### src/rtl/mmap_pkg.sv
package mmap_pkg;

   localparam int NUM_PRG_WIN = 4;
   localparam int NUM_CHR_REG = 8;
   localparam int CHR_W       = 8;

   typedef enum logic [1:0] {
      MIR_VERT  = 2'd0,
      MIR_HORZ  = 2'd1,
      MIR_ONE_A = 2'd2,
      MIR_ONE_B = 2'd3
   } mirror_e;

   typedef struct packed {
      logic                   prg_sel;
      logic                   prg_a;
      logic                   mode;
      logic                   mirror;
      logic [NUM_CHR_REG-1:0] chr_lo;
      logic [NUM_CHR_REG-1:0] chr_hi;
   } mmap_we_t;

endpackage

### src/rtl/mmap_wr_decode.sv
module mmap_wr_decode
   import mmap_pkg::*;
(
   input  logic [15:0] addr,
   input  logic        wr,
   output mmap_we_t    we
);
   logic [3:0] lo;
   logic       slot_ok;
   logic       code_odd;
   logic       code_hi;
   logic [1:0] pair;

   always_comb begin
      lo       = addr[3:0];
      slot_ok  = wr && (addr[11:4] == 8'h00) && ((lo[3:2] == 2'b00) || (lo[1:0] == 2'b00));
      code_odd = lo[0] | lo[2];
      code_hi  = lo[1] | lo[3];
      pair     = 2'(addr[15:12] - 4'hB);
      we       = '0;
      if (slot_ok) begin
         unique case (addr[15:12])
            4'h8: we.prg_sel = 1'b1;
            4'h9: begin
               we.mode   = code_odd;
               we.mirror = !code_odd;
            end
            4'hA: we.prg_a = 1'b1;
            4'hB, 4'hC, 4'hD, 4'hE: begin
               we.chr_lo[{pair, code_odd}] = !code_hi;
               we.chr_hi[{pair, code_odd}] = code_hi;
            end
            default: we = '0;
         endcase
      end
   end
endmodule

### src/rtl/mmap_nibble_reg.sv
module mmap_nibble_reg
   import mmap_pkg::*;
(
   input  logic             clk,
   input  logic             rst_n,
   input  logic             we_lo,
   input  logic             we_hi,
   input  logic [3:0]       din,
   output logic [CHR_W-1:0] q
);
   always_ff @(posedge clk) begin
      if (!rst_n)
         q <= '0;
      else begin
         if (we_lo) q[3:0] <= din;
         if (we_hi) q[7:4] <= din;
      end
   end
endmodule

### src/rtl/mmap_prg_map.sv
module mmap_prg_map
   import mmap_pkg::*;
#(
   parameter  int PRG_BANKS = 16,
   localparam int PRG_BW    = $clog2(PRG_BANKS)
) (
   input  logic                              clk,
   input  logic                              rst_n,
   input  mmap_we_t                          we,
   input  logic [7:0]                        din,
   output logic [NUM_PRG_WIN-1:0][PRG_BW-1:0] bank_o
);
   localparam logic [PRG_BW-1:0] LAST_BANK = PRG_BW'(PRG_BANKS - 1);
   localparam logic [PRG_BW-1:0] PENU_BANK = PRG_BW'(PRG_BANKS - 2);

   logic [PRG_BW-1:0] sel_q;
   logic [PRG_BW-1:0] a_q;
   logic              mode_q;

   always_ff @(posedge clk) begin
      if (!rst_n) begin
         sel_q  <= '0;
         a_q    <= '0;
         mode_q <= 1'b0;
      end else begin
         if (we.prg_sel) sel_q  <= din[PRG_BW-1:0];
         if (we.prg_a)   a_q    <= din[PRG_BW-1:0];
         if (we.mode)    mode_q <= din[1];
      end
   end

   always_comb begin
      bank_o[0] = mode_q ? PENU_BANK : sel_q;
      bank_o[1] = a_q;
      bank_o[2] = mode_q ? sel_q : PENU_BANK;
      bank_o[3] = LAST_BANK;
   end
endmodule

### src/rtl/mmap_bank_ctrl.sv
module mmap_bank_ctrl
   import mmap_pkg::*;
#(
   parameter  int PRG_BANKS = 16,
   localparam int PRG_BW    = $clog2(PRG_BANKS)
) (
   input  logic                                    clk,
   input  logic                                    rst_n,
   input  logic [15:0]                             cpu_addr,
   input  logic [7:0]                              cpu_data,
   input  logic                                    cpu_wr,
   output logic [NUM_PRG_WIN-1:0][PRG_BW-1:0]      prg_bank_o,
   output logic [NUM_CHR_REG-1:0][CHR_W-1:0]       chr_bank_o,
   output logic [1:0]                              mirror_o
);
   initial begin
      assert (PRG_BANKS >= 2 && PRG_BANKS <= 32)
         else $error("PRG_BANKS must lie in 2..32");
      assert ((PRG_BANKS & (PRG_BANKS - 1)) == 0)
         else $error("PRG_BANKS must be a power of two");
   end

   mmap_we_t we;
   mirror_e  mirror_q;

   mmap_wr_decode i_dec (
      .addr (cpu_addr),
      .wr   (cpu_wr),
      .we   (we)
   );

   mmap_prg_map #(.PRG_BANKS(PRG_BANKS)) i_prg (
      .clk    (clk),
      .rst_n  (rst_n),
      .we     (we),
      .din    (cpu_data),
      .bank_o (prg_bank_o)
   );

   for (genvar k = 0; k < NUM_CHR_REG; k++) begin : g_chr
      mmap_nibble_reg i_reg (
         .clk   (clk),
         .rst_n (rst_n),
         .we_lo (we.chr_lo[k]),
         .we_hi (we.chr_hi[k]),
         .din   (cpu_data[3:0]),
         .q     (chr_bank_o[k])
      );
   end

   always_ff @(posedge clk) begin
      if (!rst_n)
         mirror_q <= MIR_VERT;
      else if (we.mirror)
         mirror_q <= mirror_e'(cpu_data[1:0]);
   end

   assign mirror_o = mirror_q;
endmodule

### config.mk
export PLATFORM = sky130hd
export DESIGN_NAME = mmap_bank_ctrl
export DESIGN_NICKNAME = d
export VERILOG_FILES = /design/src/rtl/mmap_pkg.sv /design/src/rtl/mmap_wr_decode.sv /design/src/rtl/mmap_nibble_reg.sv /design/src/rtl/mmap_prg_map.sv /design/src/rtl/mmap_bank_ctrl.sv
export SDC_FILE = /design/constraint.sdc
export NUM_CORES = 1
export LEC_CHECK = 0
export ABC_CLOCK_PERIOD_IN_PS = 4460
export BUFFER_PORTS_ARGS = -buffer_cell sky130_fd_sc_hd__buf_2
export CORE_AREA = 2 2 93 95
export DETAILED_ROUTE_END_ITERATION = 10
export DIE_AREA = 0 0 95 97
export PLACE_DENSITY = 0.68
export SETUP_SLACK_MARGIN = 0.05
export SLEW_MARGIN = 20
export SYNTH_ARGS = -nofsm -noshare
export SYNTH_HDL_FRONTEND = slang
export SYNTH_HIERARCHICAL = 1
export SYNTH_SLANG_ARGS = --single-unit
### constraint.sdc
create_clock -name clk -period 4.46 [get_ports clk]
set_input_delay 0.223 -clock clk [delete_from_list [all_inputs] [get_ports clk]]
set_output_delay 0.223 -clock clk [all_outputs]
set_load 0.005 [all_outputs]
[Yosys cells after proc, flatten, opt, wreduce, memory -nomap -nowiden]
Index checks and enable logic that the tools add are counted.
Word-level totals
  input bits: 27
  register bits: 75
  output and inout bits: 82
  word-level logic and storage cells: 53
Operators by class
  reduce and logical (&&, ||, !) cells: 10
  add/sub/neg operators: 1
  equality and inequality tests: 7
  multiplexer cells: 9
  bitwise gates (word level): 4
  $lt $le $gt $ge: 2
Operators with widths (count)
  $eq A4 B4 Y1 const B: 7
  $mux W20: 1
  $and A8 B8 Y8: 2
  $mux W16: 1
  $logic_not A8 Y1: 1
  $mux W4: 2
  $logic_not A2 Y1: 2
  $lt A3 B4 Y1 const B: 1
  $reduce_or A4 Y1: 1
  $demux W1 S3: 1
  $ge A3 B1 Y1 const B: 1
  $logic_and A1 B1 Y1: 3
  $mux W1: 3
  $logic_not A1 Y1: 2
  $mux W2: 1
  $or A1 B1 Y1: 2
  $sub A2 B2 Y2 const B: 1
  $logic_or A1 B1 Y1: 1

[Longest topological paths before layout]
  depth in word-level cells: 8
  gate-level depth with buffers: 7
  mapped depth without buffers: 5

[Hierarchy]
Netlist, hierarchy kept.
Modules (own cells, without submodules)
  mmap_nibble_reg: cells an instance 26, sequential area each 160.2 um^2, area an instance 312.8 um^2, times used 8
  mmap_prg_map: cells an instance 42, sequential area each 180.2 um^2, area an instance 434.2 um^2, times used 1
  mmap_wr_decode: cells an instance 58, sequential area each 0.0 um^2, area an instance 379.1 um^2, times used 1
  mmap_bank_ctrl: cells an instance 6, sequential area each 40.0 um^2, area an instance 72.6 um^2, times used 1

[Worst setup path after synthesis]
OpenSTA, ideal clock, no wires.
  path type: in2reg
  from: input port cpu_addr[3]
  to: register g_chr[7].i_reg.q[4]
  arrival: 1.468 ns
  stages: 7
  path slack: 2.876 ns
  path buffers: 2
  required time: 4.344 ns
  setup time: 0.116 ns
  path through: buf_2 o22ai_1 o2111ai_1 nor4_1 buf_6 mux2i_1 nor2b_1
RTL lines
  from (decl): RTL line mmap_bank_ctrl.sv:9  | input logic [15:0] cpu_addr,
  to (signal assigned): RTL line mmap_nibble_reg.sv:16  | if (we_hi) q[7:4] <= din;
  to (decl): RTL line mmap_nibble_reg.sv:9  | output logic [CHR_W-1:0] q

==> results.json <==
{
  "cp_slowest_cell": "nor4_1",
  "io_pins": 109,
  "gp_congestion": 0.809,
  "path_delay_family": "simple AND/OR/NAND/NOR gates",
  "multi_input_area_sq_um": 1670,
  "grt_max_degree": 76,
  "ys_types": 33,
  "via_count": 2449,
  "cts_max_level": 3,
  "power_leakage_uw": 0.00150,
  "initial_core_util": 0.417,
  "synth_top_cell_area_share": 0.443,
  "die_w_microns": 95,
  "clkPwrFrac": 0.370,
  "critPathMaxStageDelay_ps": 900,
  "met3_usage": 0.0475,
  "yosysSeqAreaShare": 0.443,
  "clkLatencyLatePin_ps": 330,
  "synth_area_sq_um": 3390,
  "fmax_mhz": 478,
  "internal_power_uw": 905,
  "place_inst": 497,
  "powerDensity_nw_per_um2": 295,
  "gr-total-overflow": 0,
  "finalHoldViolCount": 0,
  "dp_slack_ps": 1990,
  "outcome": "finished clean",
  "clock-root-buffer": "clkbuf_8",
  "routed_wl_microns": 7650,
  "setup_ws_ps": 2370,
  "stdcell_area_sq_um": 3960,
  "antenna_found_initial": 0,
  "wl_per_cell_microns": 14.9,
  "numCtsBuffers": 9,
  "rsz0062_at_grt": "false",
  "num_rows": 33,
  "ant_nets": 0,
  "period_minus_slack_ps": 2090,
  "synth.ff_latch_count": 75,
  "min_from": "cpu_data[2]",
  "dpl.hpwl_microns": 5300,
  "synth_edf_count": 0,
  "swShare": 0.225,
  "die_h_microns": 97,
  "netlist_instances": 314,
  "clock_path_buffers": 2,
  "switching_power_uw": 262,
  "max_slew_margin": 0.294,
  "r2r_start": "i_prg/mode_q",
  "synth_ff_type": "dfxtp_1",
  "cp.arrival_ps": 2320,
  "core_sq_um": 8130,
  "cts_resized": 0,
  "grt_pass1_wl_microns": 12100,
  "cts.sinks": 75,
  "synth_common_cells": "nor2b_1 (76), dfxtp_1 (75), mux2i_1 (75), buf_6 (18), nor2_1 (11)",
  "drc": 0,
  "cp_max_fo": 6,
  "path_cells": "buf_2 > nor4_4 > nand2_2 > nor4_1 > mux2i_1 > nor2b_1",
  "max-cap-violations": 0,
  "startpoint": "cpu_addr[7]",
  "skew_ps": 0,
  "comb_power_share": 0.056,
  "cts.clk_slew.worst_paths_ps": 70,
  "place_area_sq_um": 3790,
  "drt_iter0_markers": 80,
  "syn_avg_cell_area_sq_um": 10.8,
  "final_nets": 430,
  "irDropWorstVdd_mv": 0.150,
  "crit_buf_inv": 1,
  "port_buffers": 100,
  "final_cells": 512,
  "top_usage_layer": "met2",
  "dr.pass1.iters": 4,
  "pwr-share-seq": 0.573,
  "postCtsSetupBuffers": 0,
  "fin_setup_tns_ps": 0,
  "critPathLaunchType": "primary input",
  "finalSetupViolCount": 0,
  "seq_area_sq_um": 1500,
  "grt_pass1_vias": 2378,
  "diodes": 0,
  "crit_type": "in2reg",
  "hold_buffers": 0,
  "tightestPinTransition_ps": 1050,
  "drive_above_1_share": 0.312,
  "vias_per_cell": 4.78,
  "finalMaxSlewViolations": 0,
  "use_met1": 0.213,
  "fin_crit_sh": 0.469,
  "track_usage": 0.167,
  "synth_top_cell_by_area": "dfxtp_1",
  "synthMostInstantiatedCell": "nor2b_1",
  "synthToLayoutAreaGrowth_pct": 16.8,
  "grt_use_met2": 0.272,
  "cts_tree": "yes",
  "required_ps": 4690,
  "yosysWarnings": 6,
  "worst_hold_path_type": "in2reg",
  "yosys-top-cells-area": "dfxtp_1 (44%), mux2i_1 (22%), nor2b_1 (14%)",
  "die_area_sq_um": 9220,
  "fillCellCount": 789,
  "synthArstFlopShare": 0,
  "endpoint_kind": "register"
}
[power groups by stage]
| stage | logic (uW) | registers, uW | clock network, uW |
|---|---|---|---|
| floorplan | 29.7 | 685 | 0 |
| global placement | 64.9 | 685 | 0 |
| detailed placement | 65.9 | 685 | 0 |
| CTS | 66.1 | 669 | 451 |
| global route | 72.3 | 669 | 479 |
| finish | 66.0 | 669 | 432 |
[area by class of cell]
| type | count | share of cell area |
|---|---|---|
| clock buffer | 12 | 0.0367 |
| clock inverter | 3 | 0.00379 |
| multi-input combinational | 217 | 0.421 |
| sequential | 75 | 0.379 |
| tap | 105 | 0.0332 |
| timing repair buffer | 100 | 0.126 |
[registers in the layout (all words and copies together), names as in the netlist]
signal         flops
g_chr.i_reg/q     64
i_prg/a_q          4
i_prg/sel_q        4
mirror_o           2
i_prg/mode_q       1
[cells in the final DEF, fill, tap and decap left out]
master     netlist  layout
o2111ai_1        1       1
and3b_1          1       1
nor4_2           1       3
nand4_2          3       3
nor3_1           8       8
dfxtp_1         75      75
nor4b_1          1       1
nor4_4           1       1
nand2_1          3       3
o22ai_1          1       1
xnor2_1          1       1
clkbuf_8         0      10
o21ai_0          1       1
nand2b_1         5       5
nor4b_2          1       1
nand4bb_1        1       1
buf_2            1     100
or3_1            1       1
or2_2            4       4
nor2_1          11      11
nor2b_1         76      76
nor4_1           4       2
conb_1           1       4
clkbuf_1         2       2
and2b_1          1       1
clkinv_2         0       3
nand4_1          2       2
nand3_1          4       4
nor3b_1          3       3
mux2i_1         75      75
and2_1           1       1
and4bb_2         1       1
nand2_2          1       1
[tightest hold or removal path: cells and delay by family]
family / cells / cell delay, ps
buf+inv: 1 / 240
mux: 1 / 180
simple gates: 1 / 50
[stage by stage]
step           hold WS [ps]  utilization  power, uW
3_3_place_gp            491        0.465        750
5_1_grt                 414        0.487       1220
3_5_place_dp            501        0.465        751
6_report                416        0.487       1170
2_1_floorplan           351            -        714
4_1_cts                 408        0.485       1190
[kinds of logic (layout without fill, tap and decap cells)]
group / Yosys count / count (layout) / synth area share
simple gates: 134 / 134 / 0.253
mux: 75 / 75 / 0.222
flops: 75 / 75 / 0.443
buf+inv: 25 / 115 / 0.0724
compound gates: 3 / 3 / 0.00591
other cells: 1 / 4 / 0.00111
xor+xnor: 1 / 1 / 0.00259
[path summary, 6_finish.rpt]
check | slack (ps) | end | depth (start not counted)
setup reg to reg | 3710 | i_prg/mode_q | 2
setup / recovery | 2370 | g_chr[5].i_reg/q[4] | 6
hold / removal | 420 | g_chr[4].i_reg/q[6] | 3
hold reg to reg | 510 | g_chr[0].i_reg/q[3] | 2
[per-layer routing]
| layer | part of all wire | up-vias |
|---|---|---|
| met1 | 0.45 | 1141 |
| met4 | 0.0025 | 0 |
| met3 | 0.060 | 2 |
| met5 | 0 | - |
| li1 | - | 1227 |
| met2 | 0.48 | 79 |
Power figures use the tool's default switching activity.
